===== src/rtl/pt_walker_pkg.sv =====
package pt_walker_pkg;

    localparam int ADDR_W  = 32;
    localparam int DIR_W   = 10;
    localparam int TBL_W   = 10;
    localparam int OFF_W   = 12;
    localparam int PFN_W   = ADDR_W - OFF_W;
    localparam int IDX_PAD = OFF_W - DIR_W;

    // descriptor flag positions
    localparam int F_PRESENT = 0;
    localparam int F_WRITE   = 1;
    localparam int F_USER    = 2;
    localparam int F_ACC     = 5;
    localparam int F_DIRTY   = 6;

    typedef logic [ADDR_W-1:0] word_t;
    typedef logic [PFN_W-1:0]  pfn_t;

    typedef struct packed {
        logic [DIR_W-1:0] dir;
        logic [TBL_W-1:0] tbl;
        logic [OFF_W-1:0] off;
    } lin_t;

    typedef enum logic [1:0] {
        FLT_NONE   = 2'd0,
        FLT_ABSENT = 2'd1,
        FLT_PROT   = 2'd2
    } fault_e;

    typedef enum logic [2:0] {
        ST_IDLE,
        ST_RD_DIR,
        ST_RD_TBL,
        ST_WR_DIR,
        ST_WR_TBL,
        ST_RESP
    } walk_st_e;

    function automatic word_t slot_addr(input pfn_t frame, input logic [DIR_W-1:0] idx);
        return {frame, idx, {IDX_PAD{1'b0}}};
    endfunction

endpackage


===== src/rtl/pt_addr_gen.sv =====
module pt_addr_gen
    import pt_walker_pkg::*;
(
    input  pfn_t  dir_frame,
    input  pfn_t  tbl_frame,
    input  lin_t  lin,
    output word_t dir_addr,
    output word_t tbl_addr,
    output word_t phys_addr,
    input  pfn_t  page_frame
);
    always_comb begin
        dir_addr  = slot_addr(dir_frame, lin.dir);
        tbl_addr  = slot_addr(tbl_frame, lin.tbl);
        phys_addr = {page_frame, lin.off};
    end
endmodule


===== src/rtl/pt_perm_check.sv =====
module pt_perm_check
    import pt_walker_pkg::*;
(
    input  word_t  dir_word,
    input  word_t  tbl_word,
    input  logic   is_write,
    input  logic   is_user,
    output fault_e fault,
    output word_t  dir_new,
    output logic   dir_upd,
    output word_t  tbl_new,
    output logic   tbl_upd
);
    logic both_w;
    logic both_u;

    always_comb begin
        both_w = dir_word[F_WRITE] & tbl_word[F_WRITE];
        both_u = dir_word[F_USER]  & tbl_word[F_USER];

        if (!dir_word[F_PRESENT] || !tbl_word[F_PRESENT])
            fault = FLT_ABSENT;
        else if ((is_write && !both_w) || (is_user && !both_u))
            fault = FLT_PROT;
        else
            fault = FLT_NONE;

        dir_new = dir_word;
        dir_new[F_ACC] = 1'b1;
        dir_upd = !dir_word[F_ACC];

        tbl_new = tbl_word;
        tbl_new[F_ACC] = 1'b1;
        if (is_write)
            tbl_new[F_DIRTY] = 1'b1;
        tbl_upd = (tbl_new != tbl_word);
    end
endmodule


===== src/rtl/pt_walker.sv =====
module pt_walker
    import pt_walker_pkg::*;
(
    input  logic        clk,
    input  logic        rst,
    input  logic        req_valid,
    output logic        req_ready,
    input  logic [31:0] req_lin_addr,
    input  logic        req_write,
    input  logic        req_user,
    input  logic [19:0] dir_base_pfn,
    output logic        mem_valid,
    output logic        mem_write,
    output logic [31:0] mem_addr,
    output logic [31:0] mem_wdata,
    input  logic        mem_done,
    input  logic [31:0] mem_rdata,
    output logic        rsp_valid,
    input  logic        rsp_ready,
    output logic [31:0] rsp_phys_addr,
    output logic [1:0]  rsp_fault
);
    walk_st_e state;
    lin_t     lin_q;
    pfn_t     base_q;
    logic     wr_q;
    logic     usr_q;
    word_t    dir_q;
    word_t    tbl_q;
    fault_e   fault_q;
    word_t    pa_q;

    word_t    tbl_src;
    word_t    dir_addr;
    word_t    tbl_addr;
    word_t    phys;
    fault_e   chk_fault;
    word_t    dir_new;
    word_t    tbl_new;
    logic     dir_upd;
    logic     tbl_upd;

    // table word comes straight from memory in the cycle it arrives
    assign tbl_src = (state == ST_RD_TBL) ? mem_rdata : tbl_q;

    pt_addr_gen u_addr (
        .dir_frame  (base_q),
        .tbl_frame  (dir_q[ADDR_W-1:OFF_W]),
        .lin        (lin_q),
        .dir_addr   (dir_addr),
        .tbl_addr   (tbl_addr),
        .phys_addr  (phys),
        .page_frame (tbl_src[ADDR_W-1:OFF_W])
    );

    pt_perm_check u_perm (
        .dir_word (dir_q),
        .tbl_word (tbl_src),
        .is_write (wr_q),
        .is_user  (usr_q),
        .fault    (chk_fault),
        .dir_new  (dir_new),
        .dir_upd  (dir_upd),
        .tbl_new  (tbl_new),
        .tbl_upd  (tbl_upd)
    );

    always_ff @(posedge clk) begin
        if (rst) begin
            state   <= ST_IDLE;
            lin_q   <= '0;
            base_q  <= '0;
            wr_q    <= 1'b0;
            usr_q   <= 1'b0;
            dir_q   <= '0;
            tbl_q   <= '0;
            fault_q <= FLT_NONE;
            pa_q    <= '0;
        end else begin
            case (state)
                ST_IDLE: begin
                    if (req_valid) begin
                        lin_q  <= lin_t'(req_lin_addr);
                        base_q <= dir_base_pfn;
                        wr_q   <= req_write;
                        usr_q  <= req_user;
                        state  <= ST_RD_DIR;
                    end
                end
                ST_RD_DIR: begin
                    if (mem_done) begin
                        dir_q <= mem_rdata;
                        if (!mem_rdata[F_PRESENT]) begin
                            fault_q <= FLT_ABSENT;
                            pa_q    <= '0;
                            state   <= ST_RESP;
                        end else begin
                            state   <= ST_RD_TBL;
                        end
                    end
                end
                ST_RD_TBL: begin
                    if (mem_done) begin
                        tbl_q   <= mem_rdata;
                        fault_q <= chk_fault;
                        if (chk_fault != FLT_NONE) begin
                            pa_q  <= '0;
                            state <= ST_RESP;
                        end else begin
                            pa_q <= phys;
                            if (dir_upd)
                                state <= ST_WR_DIR;
                            else if (tbl_upd)
                                state <= ST_WR_TBL;
                            else
                                state <= ST_RESP;
                        end
                    end
                end
                ST_WR_DIR: begin
                    if (mem_done)
                        state <= tbl_upd ? ST_WR_TBL : ST_RESP;
                end
                ST_WR_TBL: begin
                    if (mem_done)
                        state <= ST_RESP;
                end
                ST_RESP: begin
                    if (rsp_ready)
                        state <= ST_IDLE;
                end
                default: state <= ST_IDLE;
            endcase
        end
    end

    always_comb begin
        req_ready     = (state == ST_IDLE);
        rsp_valid     = (state == ST_RESP);
        rsp_phys_addr = pa_q;
        rsp_fault     = fault_q;
        mem_valid     = 1'b0;
        mem_write     = 1'b0;
        mem_addr      = '0;
        mem_wdata     = '0;
        case (state)
            ST_RD_DIR: begin
                mem_valid = 1'b1;
                mem_addr  = dir_addr;
            end
            ST_RD_TBL: begin
                mem_valid = 1'b1;
                mem_addr  = tbl_addr;
            end
            ST_WR_DIR: begin
                mem_valid = 1'b1;
                mem_write = 1'b1;
                mem_addr  = dir_addr;
                mem_wdata = dir_new;
            end
            ST_WR_TBL: begin
                mem_valid = 1'b1;
                mem_write = 1'b1;
                mem_addr  = tbl_addr;
                mem_wdata = tbl_new;
            end
            default: ;
        endcase
    end
endmodule


===== config.mk =====
export PLATFORM = sky130hd
export DESIGN_NAME = pt_walker
export DESIGN_NICKNAME = d
export VERILOG_FILES = /design/src/rtl/pt_walker_pkg.sv /design/src/rtl/pt_addr_gen.sv /design/src/rtl/pt_perm_check.sv /design/src/rtl/pt_walker.sv
export SDC_FILE = /design/constraint.sdc
export NUM_CORES = 1
export LEC_CHECK = 0
export BUFFER_PORTS_ARGS = -buffer_cell sky130_fd_sc_hd__buf_2
export CAP_MARGIN = 40
export CORE_MARGIN = 2
export CORE_UTILIZATION = 49
export CTS_CLUSTER_DIAMETER = 60
export CTS_CLUSTER_SIZE = 20
export DETAILED_ROUTE_END_ITERATION = 7
export PLACE_DENSITY = 0.77
export SYNTH_ARGS = -nofsm -noshare
export SYNTH_HDL_FRONTEND = slang
export SYNTH_HIERARCHICAL = 1
export SYNTH_SLANG_ARGS = --single-unit

===== constraint.sdc =====
create_clock -name clk -period 2.4 [get_ports clk]
set_clock_uncertainty 0.05 [all_clocks]
set_input_delay 0.24 -clock clk [delete_from_list [all_inputs] [get_ports clk]]
set_output_delay 0.24 -clock clk [all_outputs]
set_load 0.02 [all_outputs]

== After elaboration in Yosys (flattened, before gate mapping) ==
Cells that the tools add are included.

* Reductions and logical operators: 20
* Mux-type cells: 28
* Equality and inequality tests: 13
* Bitwise operators: 2

{| class="wikitable"
|+ Operator list
! cell !! count
|-
| one-hot mux 32 bit (2 select lines) || 3
|-
| two-way mux 32 bit || 5
|-
| two-way mux 3 bit || 9
|-
| one-hot mux 3 bit (6 select lines) || 1
|-
| inequality test 2 bit, second input constant || 6
|-
| two-way mux 2 bit || 5
|-
| == test 3 x 2 -> 1 bit, second input constant || 2
|-
| == test 3 bit, second input constant || 2
|-
| AND reduction 2 bit || 3
|-
| AND reduction 6 bit || 1
|-
| OR reduction 2 bit || 3
|-
| logical NOT 1 bit || 4
|-
| two-way mux 1 bit || 4
|-
| one-hot mux 2 bit (2 select lines) || 1
|-
| AND reduction 4 bit || 1
|-
| nonzero test 2 bit || 2
|-
| OR reduction 4 bit || 1
|-
| == test 3 x 1 -> 1 bit, second input constant || 1
|-
| logical NOT 3 bit || 1
|-
| bitwise AND 1 bit || 2
|-
| logical AND 1 bit || 2
|-
| logical OR 1 bit || 2
|-
| inequality test 2 x 1 -> 1 bit, second input constant || 1
|-
| inequality test 2 bit || 1
|}

* Flip-flop bits (word level): 155
* Input bits: 91
* Output and inout port bits: 102
* Word-level logic and storage cells: 74

== Logic depth before layout (Yosys ltp) ==
Gate-level depths: netlist of run 1.

* Depth in word-level cells: 12
* Mapped depth: 10
* Depth with buffers taken out: 7

== By module ==
Netlist of run 1, hierarchy kept.

{| class="wikitable"
|+ By module, submodules not included
! module !! times used !! area each (µm²) !! cells each
|-
| pt_walker || 1 || 6693.9 || 767
|-
| pt_addr_gen || 1 || 724.4 || 97
|-
| pt_perm_check || 1 || 528.0 || 72
|}

== Least setup slack after synthesis of run 1 ==
Ideal clock, no wire load.

* Kind: register to register
* From: register state[2]
* To: register state[2]
* Arrival time: 2493 ps
* Required time: 2291 ps
* Period minus slack after synthesis: 2602 ps
* Slack: -202 ps
* Stages on the path, launching flop included: 11
* Path through: dfxtp_1 buf_2 buf_2 nor3b_4 buf_4 mux2_2 a21bo_2 a21oi_2 and4bb_1 a221oi_1 o211a_1

* Longest elaborated chain between the ends: 12
* Elaborated cells on any way between the ends: 29
* Those cells by class: 11 x eq/ne; 6 x mux; 2 x bitwise; 10 x reduce/logical

{| class="wikitable"
|+ Ends and longest elaborated chain
! element !! line !! source
|-
| start, declared || pt_walker.sv:23 || <nowiki>walk_st_e state;</nowiki>
|-
| start signal, assigned || pt_walker.sv:122 || <nowiki>state <= tbl_upd ? ST_WR_TBL : ST_RESP;</nowiki>
|-
| == test 3 x 2 -> 1 bit || pt_walker.sv:44 || <nowiki>assign tbl_src = (state == ST_RD_TBL) ? mem_rdata : tbl_q;</nowiki>
|-
| two-way mux 32 bit || pt_walker.sv:44 ||
|-
| named net tbl_src[2] || pt_walker.sv:33 || <nowiki>word_t tbl_src;</nowiki>
|-
| bitwise AND 1 bit || pt_perm_check.sv:19 || <nowiki>both_u = dir_word[F_USER] & tbl_word[F_USER];</nowiki>
|-
| logical NOT 1 bit || pt_perm_check.sv:23 || <nowiki>else if ((is_write && !both_w) || (is_user && !both_u))</nowiki>
|-
| logical AND 1 bit || pt_perm_check.sv:23 ||
|-
| logical OR 1 bit || pt_perm_check.sv:23 ||
|-
| two-way mux 2 bit || pt_perm_check.sv:23 ||
|-
| two-way mux 2 bit || pt_perm_check.sv:21 || <nowiki>if (!dir_word[F_PRESENT] || !tbl_word[F_PRESENT])</nowiki>
|-
| named net chk_fault[1] || pt_walker.sv:37 || <nowiki>fault_e chk_fault;</nowiki>
|-
| nonzero test 2 bit || pt_walker.sv:106 || <nowiki>if (chk_fault != FLT_NONE) begin</nowiki>
|-
| two-way mux 3 bit || pt_walker.sv:106 ||
|-
| two-way mux 3 bit || pt_walker.sv:103 || <nowiki>if (mem_done) begin</nowiki>
|-
| one-hot mux 3 bit (6 select lines) || pt_walker.sv:80 || <nowiki>case (state)</nowiki>
|}

The timed path passes the listed nets, and every way through them passes these cells. The select of a mux whose other input is x is not followed.
A chain may end at the register's enable or synchronous reset.

== Final worst setup path of run 1 ==
* From: register state[0]
* To: output mem_wdata[31]

* Longest elaborated chain between the ends: 3
* Elaborated cells on any way between the ends: 5
* Those cells by class: 3 x eq/ne; 2 x mux

{| class="wikitable"
|+ Ends and longest elaborated chain
! element !! line !! source
|-
| == test 3 x 2 -> 1 bit || pt_walker.sv:44 ||
|-
| two-way mux 32 bit || pt_walker.sv:44 ||
|-
| named net tbl_src[31] || pt_walker.sv:33 ||
|-
| one-hot mux 32 bit (2 select lines) || pt_walker.sv:146 || <nowiki>case (state)</nowiki>
|-
| end, declared || pt_walker.sv:15 || <nowiki>output logic [31:0] mem_wdata,</nowiki>
|}

The timed path passes the listed nets, and every way through them passes these cells.

==> results of run 1 <==
metal layers:
| layer | global-route usage (%) | wire length, um | up-vias |
|---|---|---|---|
| met5 | 0 | 0 | - |
| met4 | 8.45 | 435 | 0 |
| li1 | - | - | 3136 |
| met3 | 6.56 | 1300 | 32 |
| met1 | 28.0 | 8980 | 3078 |
| met2 | 39.9 | 9990 | 221 |
critical path: stages (launching register included):
cell and delay (ps):
dfxtp_2 330, nor3b_4 250, buf_6 150, buf_12 160, mux2_2 360, a22o_1 230
buf_4 160
flip-flops by register name (all words and copies together) (netlist names):
register,cells
rsp_phys_addr,32
tbl_q,32
wr_q,1
lin_q,32
state,3
rsp_fault,2
usr_q,1
dir_q,32
base_q,20
layout by cell type, fill, tap and decap left out, types with 5 or more instances in the layout:
master / netlist / final
inv_1: 6 / 6
a32o_1: 33 / 33
a21oi_1: 120 / 119
clkbuf_16: 0 / 17
buf_6: 12 / 5
buf_12: 0 / 5
a22o_1: 64 / 64
dlygate4sd3_1: 0 / 36
dfxtp_1: 155 / 153
mux2_2: 31 / 29
buf_4: 167 / 23
bufinv_16: 0 / 6
conb_1: 2 / 6
nand2_1: 238 / 237
buf_2: 24 / 187
logic make-up (layout without fill, tap and decap cells):
logic type	after synthesis	after routing	share of synthesized area (%)
compound gates	237	237	20.8
mux	34	34	4.79
buf+inv	239	294	20.7
flops	155	155	39.0
simple gates	269	269	14.5
other cells	2	7	0.0945
report_power, final:
group	leakage (nW)	total, mW	switching (mW)	internal, mW
registers	1.26	3.13	0.209	2.92
clock network	0.322	3.03	1.07	1.97
logic	2.22	3.09	1.91	1.18
total	3.81	9.25	3.19	6.06
through the flow:
stage | hold slack (ps) | instances | setup slack [ps]
after detailed placement | 394 | 1139 | 211
after global routing | 13.5 | 1212 | -39.4
after floorplan | 326 | 940 | -34.8
final | 16.6 | 1212 | 32.6
after global placement | 389 | 1138 | 247
after CTS | 0.236 | 1210 | 2.01
final cells by class:
cell class              count  area share [%]
multi-input cells         546            36.7
inverters                   7           0.291
diodes                      1          0.0277
clock inverters            12            2.44
well taps                 216            2.99
repair buffers            257            18.3
flip-flops and latches    155            34.4
clock buffers              18            4.86
repair_timing:
action | CTS | global route
buffers inserted | 5 | 1
pin swaps | 2 | 6
hold buffers | 36 | 0
hold endpoints to repair | 36 | 0
setup endpoints to repair | 39 | 37
resized for setup | 7 | 12
final timing paths:
path                         from                 to  slack, ps
setup / recovery         state[0]      mem_wdata[31]         30
hold / removal    dir_base_pfn[0]          base_q[0]         20
setup reg to reg         state[0]  rsp_phys_addr[24]         50
hold reg to reg          tbl_q[4]           tbl_q[4]        400
==> metrics, run 1 <==
RSZ-0062 raised after global routing yes; Slew @ Worst Pin approximately 830 ps; crit path kind register to output port; crit path capture type output port; number of global-route vias before repair 6353; setup TNS 0 ps; post-synthesis register bit count 155; Detail Route Antenna Nets 0; design area 0.00903 sq mm; crit share post-route about 100%; Max Cap Viol 0; combined area of the multi-input logic cells 0.00331 sq mm; register area share after synthesis roughly 39%; Syn Area/Cell 8.49 sq um; Yosys cell types 53; required time of the critical path 2110 ps; final core occ 56.8%; first-iteration detailed-routing DRC count 382; VDD IR-drop max 0.597 mV; critical path peak fanout 21; Area after DPL about 0.008 sq mm; nets 1075; antenna violations before repair 1; post-layout power 9.25 mW; Fillers 1451; hpwl dp 13.1 mm; Hold WC Path Type input pin to register; top-count cell post-synth nand2_1; later-pin clock latency in the skew report 420 ps; row cnt 46; first-pass GRT wire length 32.3 mm; cell count of the worst reg-to-reg path 11; Worst Hold Depth 3; Async SR Flop Fraction 0%; main area contributors after synthesis dfxtp_1, buf_4, nand2_1; PortBufs 190; Slew Limit Fails 0; H-tree depth 4; status completed; I/O Pins ~190; Wirelength per Cell 17.1 um; GR Overflow Total 0; gpl congestion 0.844; First-pass DRT Iterations 4; Post-Syn Area roughly 0.0079 sq mm; Yosys warning total 6; cell leakage power 3.81 nW; # setup viols final 0; cells after synthesis 936; DRT Wirelength 20.7 mm; Fin. Hold Viols 0; Die H around 130 um; DIE WIDTH 131 um; Max Freq 0.422 GHz; Yosys top cell by area dfxtp_1; GR Util All Layers 23.3%; Core Area 0.0159 sq mm; fin crit period roughly 2400 ps; share of cells above drive strength 1 31.0%; die area 0.0173 sq mm; ys flop type dfxtp_1; Root Driver clkbuf_16; most frequent cells after synthesis nand2_1, buf_4, dfxtp_1; Residual DRC 0; Area growth, synth to finish 13.6%; nature of the critical path startpoint register; register area approximately 0.0031 sq mm; CTS buffer count 17; top cell type's share of synthesized area 39.0%; PwrDens around 1000 mW/mm^2; Via Count 6467; CTS tree yes; EDFF count, synth 0; max_slew headroom 45.0%; Worst-path clk slew 60 ps; starting density of the core roughly 50%; drt via density between 5 and 6; largest net degree at the start of global routing 75; largest buffer count on any clock path 2; Num Clock Sinks ~160; Arrival @ worst endpoint ~2100 ps
(Power assumes the default switching activity.)
==> run 2: changes to the inputs <==
--- a/config.mk
+++ b/config.mk
@@ -8,12 +8,13 @@
 export BUFFER_PORTS_ARGS = -buffer_cell sky130_fd_sc_hd__buf_2
 export CAP_MARGIN = 40
 export CORE_MARGIN = 2
-export CORE_UTILIZATION = 49
+export CORE_UTILIZATION = 58
 export CTS_CLUSTER_DIAMETER = 60
 export CTS_CLUSTER_SIZE = 20
 export DETAILED_ROUTE_END_ITERATION = 7
-export PLACE_DENSITY = 0.77
+export PLACE_DENSITY = 0.86
 export SYNTH_ARGS = -nofsm -noshare
 export SYNTH_HDL_FRONTEND = slang
 export SYNTH_HIERARCHICAL = 1
 export SYNTH_SLANG_ARGS = --single-unit
+export TNS_END_PERCENT = 30
==> constraint.sdc (replaced) <==
create_clock -name clk -period 2.9 [get_ports clk]
set_clock_uncertainty 0.05 [all_clocks]
set_input_delay 0.29 -clock clk [delete_from_list [all_inputs] [get_ports clk]]
set_output_delay 0.29 -clock clk [all_outputs]
set_load 0.02 [all_outputs]
==> run 2 against run 1 <==
  * Sequential power shrank 17%
  * Power down 21%
  * Combinational power fell by 23%
  * Sequential share of layout area increased by 2.6 points
  * First-iteration DRC count up 34%
  * Die area is 15% lower
  * Largest cell class unchanged
  * Non-clock buffer count is 49 lower
  * Utilization up 6.3 points
==> metrics, run 2 (same netlist as run 1, synthesis figures left out) <==
Arrival @ worst endpoint 2300 ps (was 2080 ps); starting density of the core 59.8% (was 50.0%); first-iteration detailed-routing DRC count 512 (was 382); n_diodes 0 (was 1); Core Area 0.0133 sq mm (was 0.0159 sq mm); Detail Route Antenna Nets 0 (unchanged); sw frac 35.7% (was 34.5%); PwrDens 865 mW/mm^2 (was 1020 mW/mm^2); GR Overflow Total 0 (unchanged); CTS Hold Bufs 0 (was 36); RSZ-0062 raised after global routing no (was yes); Fillers 1147 (was 1451); Max Freq 0.378 GHz; # resized after CTS 0 (was 7); CTS buffer count 17 (unchanged); Hold WC Path Type input pin to register (unchanged); NetSw 2.60 mW (was 3.19 mW); r2r setup slk 550 ps (was 50 ps); number of global-route vias before repair 5927 (was 6353); min-delay src req_lin_addr[9] (was dir_base_pfn[0]); cell leakage power 3.54 nW (was 3.81 nW); sequential group share of total power 35.6% (was 33.8%); combined area of the multi-input logic cells 0.00327 sq mm (was 0.00331 sq mm); H-tree depth 4 (unchanged); Die H 121 um (was 131 um); fin crit period 2640 ps; Max Cap Viol 0 (unchanged); later-pin clock latency in the skew report 420 ps (about the same); status completed (unchanged); combinational power share 32.6% (was 33.4%); Via Count 6370 (was 6467); first-pass GRT wire length 30.4 mm (was 32.3 mm); drt via density 5.67 (was 5.34); crit path capture type output port (unchanged); design area 0.00840 sq mm (was 0.00903 sq mm); gpl congestion 0.821 (was 0.844); hpwl dp 12.6 mm (was 13.1 mm); PortBufs 190 (unchanged); nets 1026 (was 1075); Area growth, synth to finish 5.67% (was 13.6%); Clock Power Share 31.8% (was 32.8%); # setup viols final 0 (unchanged); crit path kind register to output port (unchanged); critical path peak fanout 30 (was 21); register area 0.00310 sq mm (was 0.00311 sq mm); DIE WIDTH 121 um (was 131 um); Area after DPL 0.00778 sq mm (was 0.00790 sq mm); Worst Hold Depth 3 (unchanged); I/O Pins 193 (unchanged); nature of the critical path startpoint register (unchanged); setup TNS 0 ps (unchanged); Setup Buffers After CTS 0 (was 5); Hold Path Sink lin_q[9] (was base_q[0]); row cnt 42 (was 46); max_slew headroom 44.3% (was 45.0%); commonest non-fill, non-tap cell in the layout nand2_1 (unchanged); Root Driver clkbuf_16 (unchanged); Wirelength per Cell 17.3 um (was 17.1 um); Worst-path clk slew 60 ps (about the same); antenna violations before repair 1 (unchanged); share of cells above drive strength 1 30.5% (was 31.0%); DRT Wirelength 19.4 mm (was 20.7 mm); Num Clock Sinks 155 (unchanged); First-pass DRT Iterations 5 (was 4); reg2reg start state[2] (was state[0]); GR Util All Layers 26.6% (was 23.3%); Residual DRC 0 (unchanged); CTS tree yes (unchanged); VDD IR-drop max 0.545 mV (was 0.597 mV); required time of the critical path 2560 ps (was 2110 ps); largest net degree at the start of global routing 77 (was 75); Crit Reg-Reg Endpoint rsp_phys_addr[17] (was rsp_phys_addr[24]); Fin. Hold Viols 0 (unchanged); post-layout power 7.26 mW (was 9.25 mW); commonest non-fill, non-tap cells in the layout nand2_1, buf_2, dfxtp_1, a21oi_1, a22o_1 (unchanged); Slew @ Worst Pin 835 ps (was 826 ps); crit share post-route 91.2%; Slew Limit Fails 0 (unchanged); internal power 4.66 mW (was 6.06 mW); cell count of the worst reg-to-reg path 7 (was 11); die area 0.0147 sq mm (was 0.0173 sq mm); largest buffer count on any clock path 2 (unchanged)
[run 2: changes by cell type in the layout (fill, tap and decap cells not counted), sizes merged, moves of 2 or more]
cell,before,now
buf,221,208
bufinv,6,3
clkbuf,18,20
clkinv,5,3
clkinvlp,1,4
dlygate4sd3,36,0
inv,7,9
[run 2: layout make-up]
class / count / area share (%)
multi-input cells: 546 / 39.0
clock inverters: 12 / 1.94
inverters: 7 / 0.313
flip-flops and latches: 155 / 37.0
repair buffers: 208 / 13.7
clock buffers: 20 / 5.44
well taps: 176 / 2.62
[run 2: worst max-delay path by stage]
stage / from / depth (start not counted) / end
2_1_floorplan: state[2] / 10 / state[2]
3_3_place_gp: state[2] / 7 / rsp_phys_addr[7]
3_5_place_dp: state[2] / 7 / rsp_phys_addr[17]
4_1_cts: state[2] / 6 / mem_wdata[6]
5_1_grt: state[2] / 6 / mem_addr[28]
6_report: state[2] / 6 / mem_addr[28]
[run 2: through the flow]
stage	instances	utilization [%]	setup slack (ps)	hold WS (ps)
after global routing	1124	63.2	146	49.9
after CTS	1124	63.2	282	42.6
after floorplan	940	-	298	376
after global placement	1090	58.1	671	389
final	1124	63.2	256	56.4
after detailed placement	1092	58.5	618	394
[run 2: worst max-delay path, stage by stage, from the launching register on]
cell	delay [ps]
dfxtp_1	380
buf_4	290
nand2b_1	190
a21oi_4	200
buf_4	380
a22o_1	220
buf_2	190
[run 2: metal layers]
| layer | vias up | wire length, um | GRT usage [%] |
|---|---|---|---|
| met2 | 315 | 9270 | 43.6 |
| li1 | 3031 | - | - |
| met4 | 2 | 372 | 9.59 |
| met5 | - | 11 | 0 |
| met1 | 2986 | 8090 | 33.5 |
| met3 | 36 | 1690 | 7.19 |
[run 2: power by group through the flow]
stage,clock network (mW),registers [mW],logic [mW]
6_report,2.31,2.59,2.37
3_3_place_gp,0,2.62,2.24
5_1_grt,2.44,2.62,2.56
4_1_cts,2.34,2.58,2.35
3_5_place_dp,0,2.63,2.33
2_1_floorplan,0,2.57,2.35
==> run 3: changes to the inputs <==
--- a/config.mk
+++ b/config.mk
@@ -8,11 +8,11 @@
 export BUFFER_PORTS_ARGS = -buffer_cell sky130_fd_sc_hd__buf_2
 export CAP_MARGIN = 40
 export CORE_MARGIN = 2
-export CORE_UTILIZATION = 58
+export CORE_UTILIZATION = 49
 export CTS_CLUSTER_DIAMETER = 60
 export CTS_CLUSTER_SIZE = 20
 export DETAILED_ROUTE_END_ITERATION = 7
-export PLACE_DENSITY = 0.86
+export PLACE_DENSITY = 0.77
 export SYNTH_ARGS = -nofsm -noshare
 export SYNTH_HDL_FRONTEND = slang
 export SYNTH_HIERARCHICAL = 1
==> constraint.sdc (replaced) <==
create_clock -name clk -period 2.1 [get_ports clk]
set_clock_uncertainty 0.05 [all_clocks]
set_input_delay 0.21 -clock clk [delete_from_list [all_inputs] [get_ports clk]]
set_output_delay 0.21 -clock clk [all_outputs]
set_load 0.02 [all_outputs]
==> run 3 against run 2 <==
  * The run now ends with negative setup slack left
  * Power rose by 58%
  * Final cell count rose by 15%
  * Flip-flop and latch count stayed put
  * Setup slack lost 490 ps
  * Die area is 18% higher
  * Clock-buffer cell count is 1 higher
  * Utilization rose by 1.3 points
  * Sequential power increased by 39%
  * Routed wire length is 26% higher
  * Worst hold slack worse by 43 ps
  * Clock power increased by 29%
  * Via count increased by 12%
  * Largest power group is now combinational logic
==> metrics, run 3 (same netlist as run 1, synthesis figures left out) <==
Num Clock Sinks 155 (unchanged); Die H 131 um (was 121 um); Slew @ Worst Pin 820 ps (was 835 ps); max_slew headroom 45.4% (was 44.3%); cell leakage power 4.26 nW (was 3.54 nW); starting density of the core 50.0% (was 59.8%); post-layout power 11.4 mW (was 7.26 mW); Residual DRC 0 (unchanged); share of cells above drive strength 1 31.7% (was 30.5%); Via Count 7126 (was 6370); drt via density 5.53 (was 5.67); first-pass GRT wire length 37.2 mm (was 30.4 mm); gpl congestion 0.795 (was 0.821); Hold WC Path Type input pin to register (unchanged); crit path capture type output port (unchanged); commonest non-fill, non-tap cells in the layout nand2_1, dfxtp_1, buf_2, a21oi_1, dlygate4sd3_1 (was nand2_1, buf_2, dfxtp_1, a21oi_1, a22o_1); # setup viols final 99 (was 0); commonest non-fill, non-tap cell in the layout nand2_1 (unchanged); DRT Wirelength 24.5 mm (was 19.4 mm); GR Overflow Total 0 (unchanged); Hold Path Sink dir_q[2] (was lin_q[9]); wire length on met3 2.02 mm (was 1.69 mm); CTS tree yes (unchanged); die area 0.0173 sq mm (was 0.0147 sq mm); first-iteration detailed-routing DRC count 611 (was 512); met1 wire length 9.59 mm (was 8.09 mm); Slew Limit Fails 0 (unchanged); I/O Pins 193 (unchanged); GR Util All Layers 27.2% (was 26.6%); Post-Place Cells 1142 (was 1092); largest buffer count on any clock path 2 (unchanged); later-pin clock latency in the skew report 420 ps (about the same); Fin. Hold Viols 0 (unchanged); Detail Route Antenna Nets 0 (unchanged); reg2reg start state[0] (was state[2]); cell count of the worst reg-to-reg path 8 (was 7); min-delay src mem_rdata[2] (was req_lin_addr[9]); Post-Layout Cell Count 1289 (was 1124); required time of the critical path 1840 ps (was 2560 ps); fin crit period 2340 ps; H-tree depth 4 (unchanged); r2r setup slk -170 ps (was 550 ps); First-pass DRT Iterations 5 (unchanged); nature of the critical path startpoint register (unchanged); nets 1150 (was 1026); hpwl dp 13.0 mm (was 12.6 mm); Wirelength per Cell 19.0 um (was 17.3 um); PortBufs 190 (unchanged); VDD IR-drop max 0.683 mV (was 0.545 mV); PwrDens 1120 mW/mm^2 (was 865 mW/mm^2); antenna violations before repair 1 (unchanged); Area growth, synth to finish 28.9% (was 5.67%); final worst setup slack -238 ps (was 256 ps); Arrival @ worst endpoint 2080 ps (was 2300 ps); routed wl met2 12.2 mm (was 9.27 mm); crit path kind register to output port (unchanged); status finished, violations left (was completed); CTS buffer count 17 (unchanged); critical path peak fanout 6 (was 30); Fillers 1279 (was 1147); number of global-route vias before repair 7032 (was 5927); DIE WIDTH 131 um (was 121 um); Root Driver clkbuf_16 (unchanged); failing checks negative setup slack; crit share post-route 111%; RSZ-0062 raised after global routing yes (was no); Max Cap Viol 0 (unchanged); Top Metal Used met4 (was met5); Crit Reg-Reg Endpoint state[2] (was rsp_phys_addr[17]); Worst Hold Depth 3 (unchanged); row cnt 46 (was 42); largest net degree at the start of global routing 57 (was 77); Max Freq 0.428 GHz; Core Area 0.0159 sq mm (was 0.0133 sq mm); Worst-path clk slew 60 ps (about the same)
## run 3: changes by cell type in the layout (fill, tap and decap cells not counted), moves of 3 or more
cell / previous run / this run
buf_12: 2 / 13
buf_2: 189 / 141
buf_4: 15 / 46
buf_6: 0 / 39
bufbuf_16: 0 / 4
dfxtp_1: 155 / 152
dlygate4sd3_1: 0 / 83
mux2_2: 31 / 9
mux2_4: 0 / 23
## run 3: area by class of cell
cell class	instances	area, sq um	share of cell area [%]
multi-input combinational	546	3410	33.3
sequential	155	3110	30.3
timing repair buffer	332	2850	27.8
clock buffer	21	460	4.49
tap	216	270	2.64
clock inverter	11	110	1.07
inverter	7	30.0	0.293
antenna	1	2.50	0.0244
## run 3: metal layers
metal  global-route usage [%]  vias to the layer above
li1                         -                     3291
met4                     12.6                        0
met5                        0                        -
met2                     46.9                      355
met3                     7.06                       60
met1                     31.5                     3420
## run 3: repair_timing
| action | 4_1_cts | 5_1_grt |
|---|---|---|
| pin swaps | 10 | 28 |
| hold endpoints to repair | 104 | 0 |
| setup endpoints to repair | 99 | 139 |
| gates cloned | 9 | 1 |
| hold buffers | 83 | 0 |
| setup buffers | 18 | 5 |
| resized for setup | 74 | 63 |
## run 3: how the worst max path moves through the flow
stage	depth (start not counted)	endpoint	startpoint
detailed placement	8	state[1]	state[0]
floorplan	10	state[2]	state[2]
global placement	8	state[0]	state[0]
finish	6	mem_wdata[13]	state[0]
global route	6	mem_wdata[13]	state[0]
CTS	6	mem_wdata[15]	state[2]
## run 3: power by group
group / leakage, nW / switching [mW] / internal [mW] / total (mW)
Clock: 0.276 / 1.27 / 1.71 / 2.98
Combinational: 2.72 / 2.57 / 2.30 / 4.86
Sequential: 1.26 / 0.259 / 3.34 / 3.60
Total: 4.26 / 4.10 / 7.35 / 11.4
## run 3: stage by stage
stage | setup slack [ps] | utilization, % | hold slack (ps) | TNS (ps) | cell area, sq um
3_3_place_gp | -89.1 | 50.2 | 390 | -2700 | 7980
6_report | -238 | 64.5 | 12.9 | -12220 | 10200
3_5_place_dp | -152 | 50.2 | 396 | -5420 | 7980
5_1_grt | -281 | 64.5 | 16.2 | -16830 | 10200
4_1_cts | -226 | 63.1 | 2.94 | -8100 | 10000
2_1_floorplan | -323 | - | 296 | -6680 | 8010
## run 3: critical path, stage by stage (launching register included)
cell       delay [ps]
dfxtp_4           350
nor3b_4           240
buf_6             190
clkbuf_16         180
mux2_4            310
a22o_1            260
buf_6             140
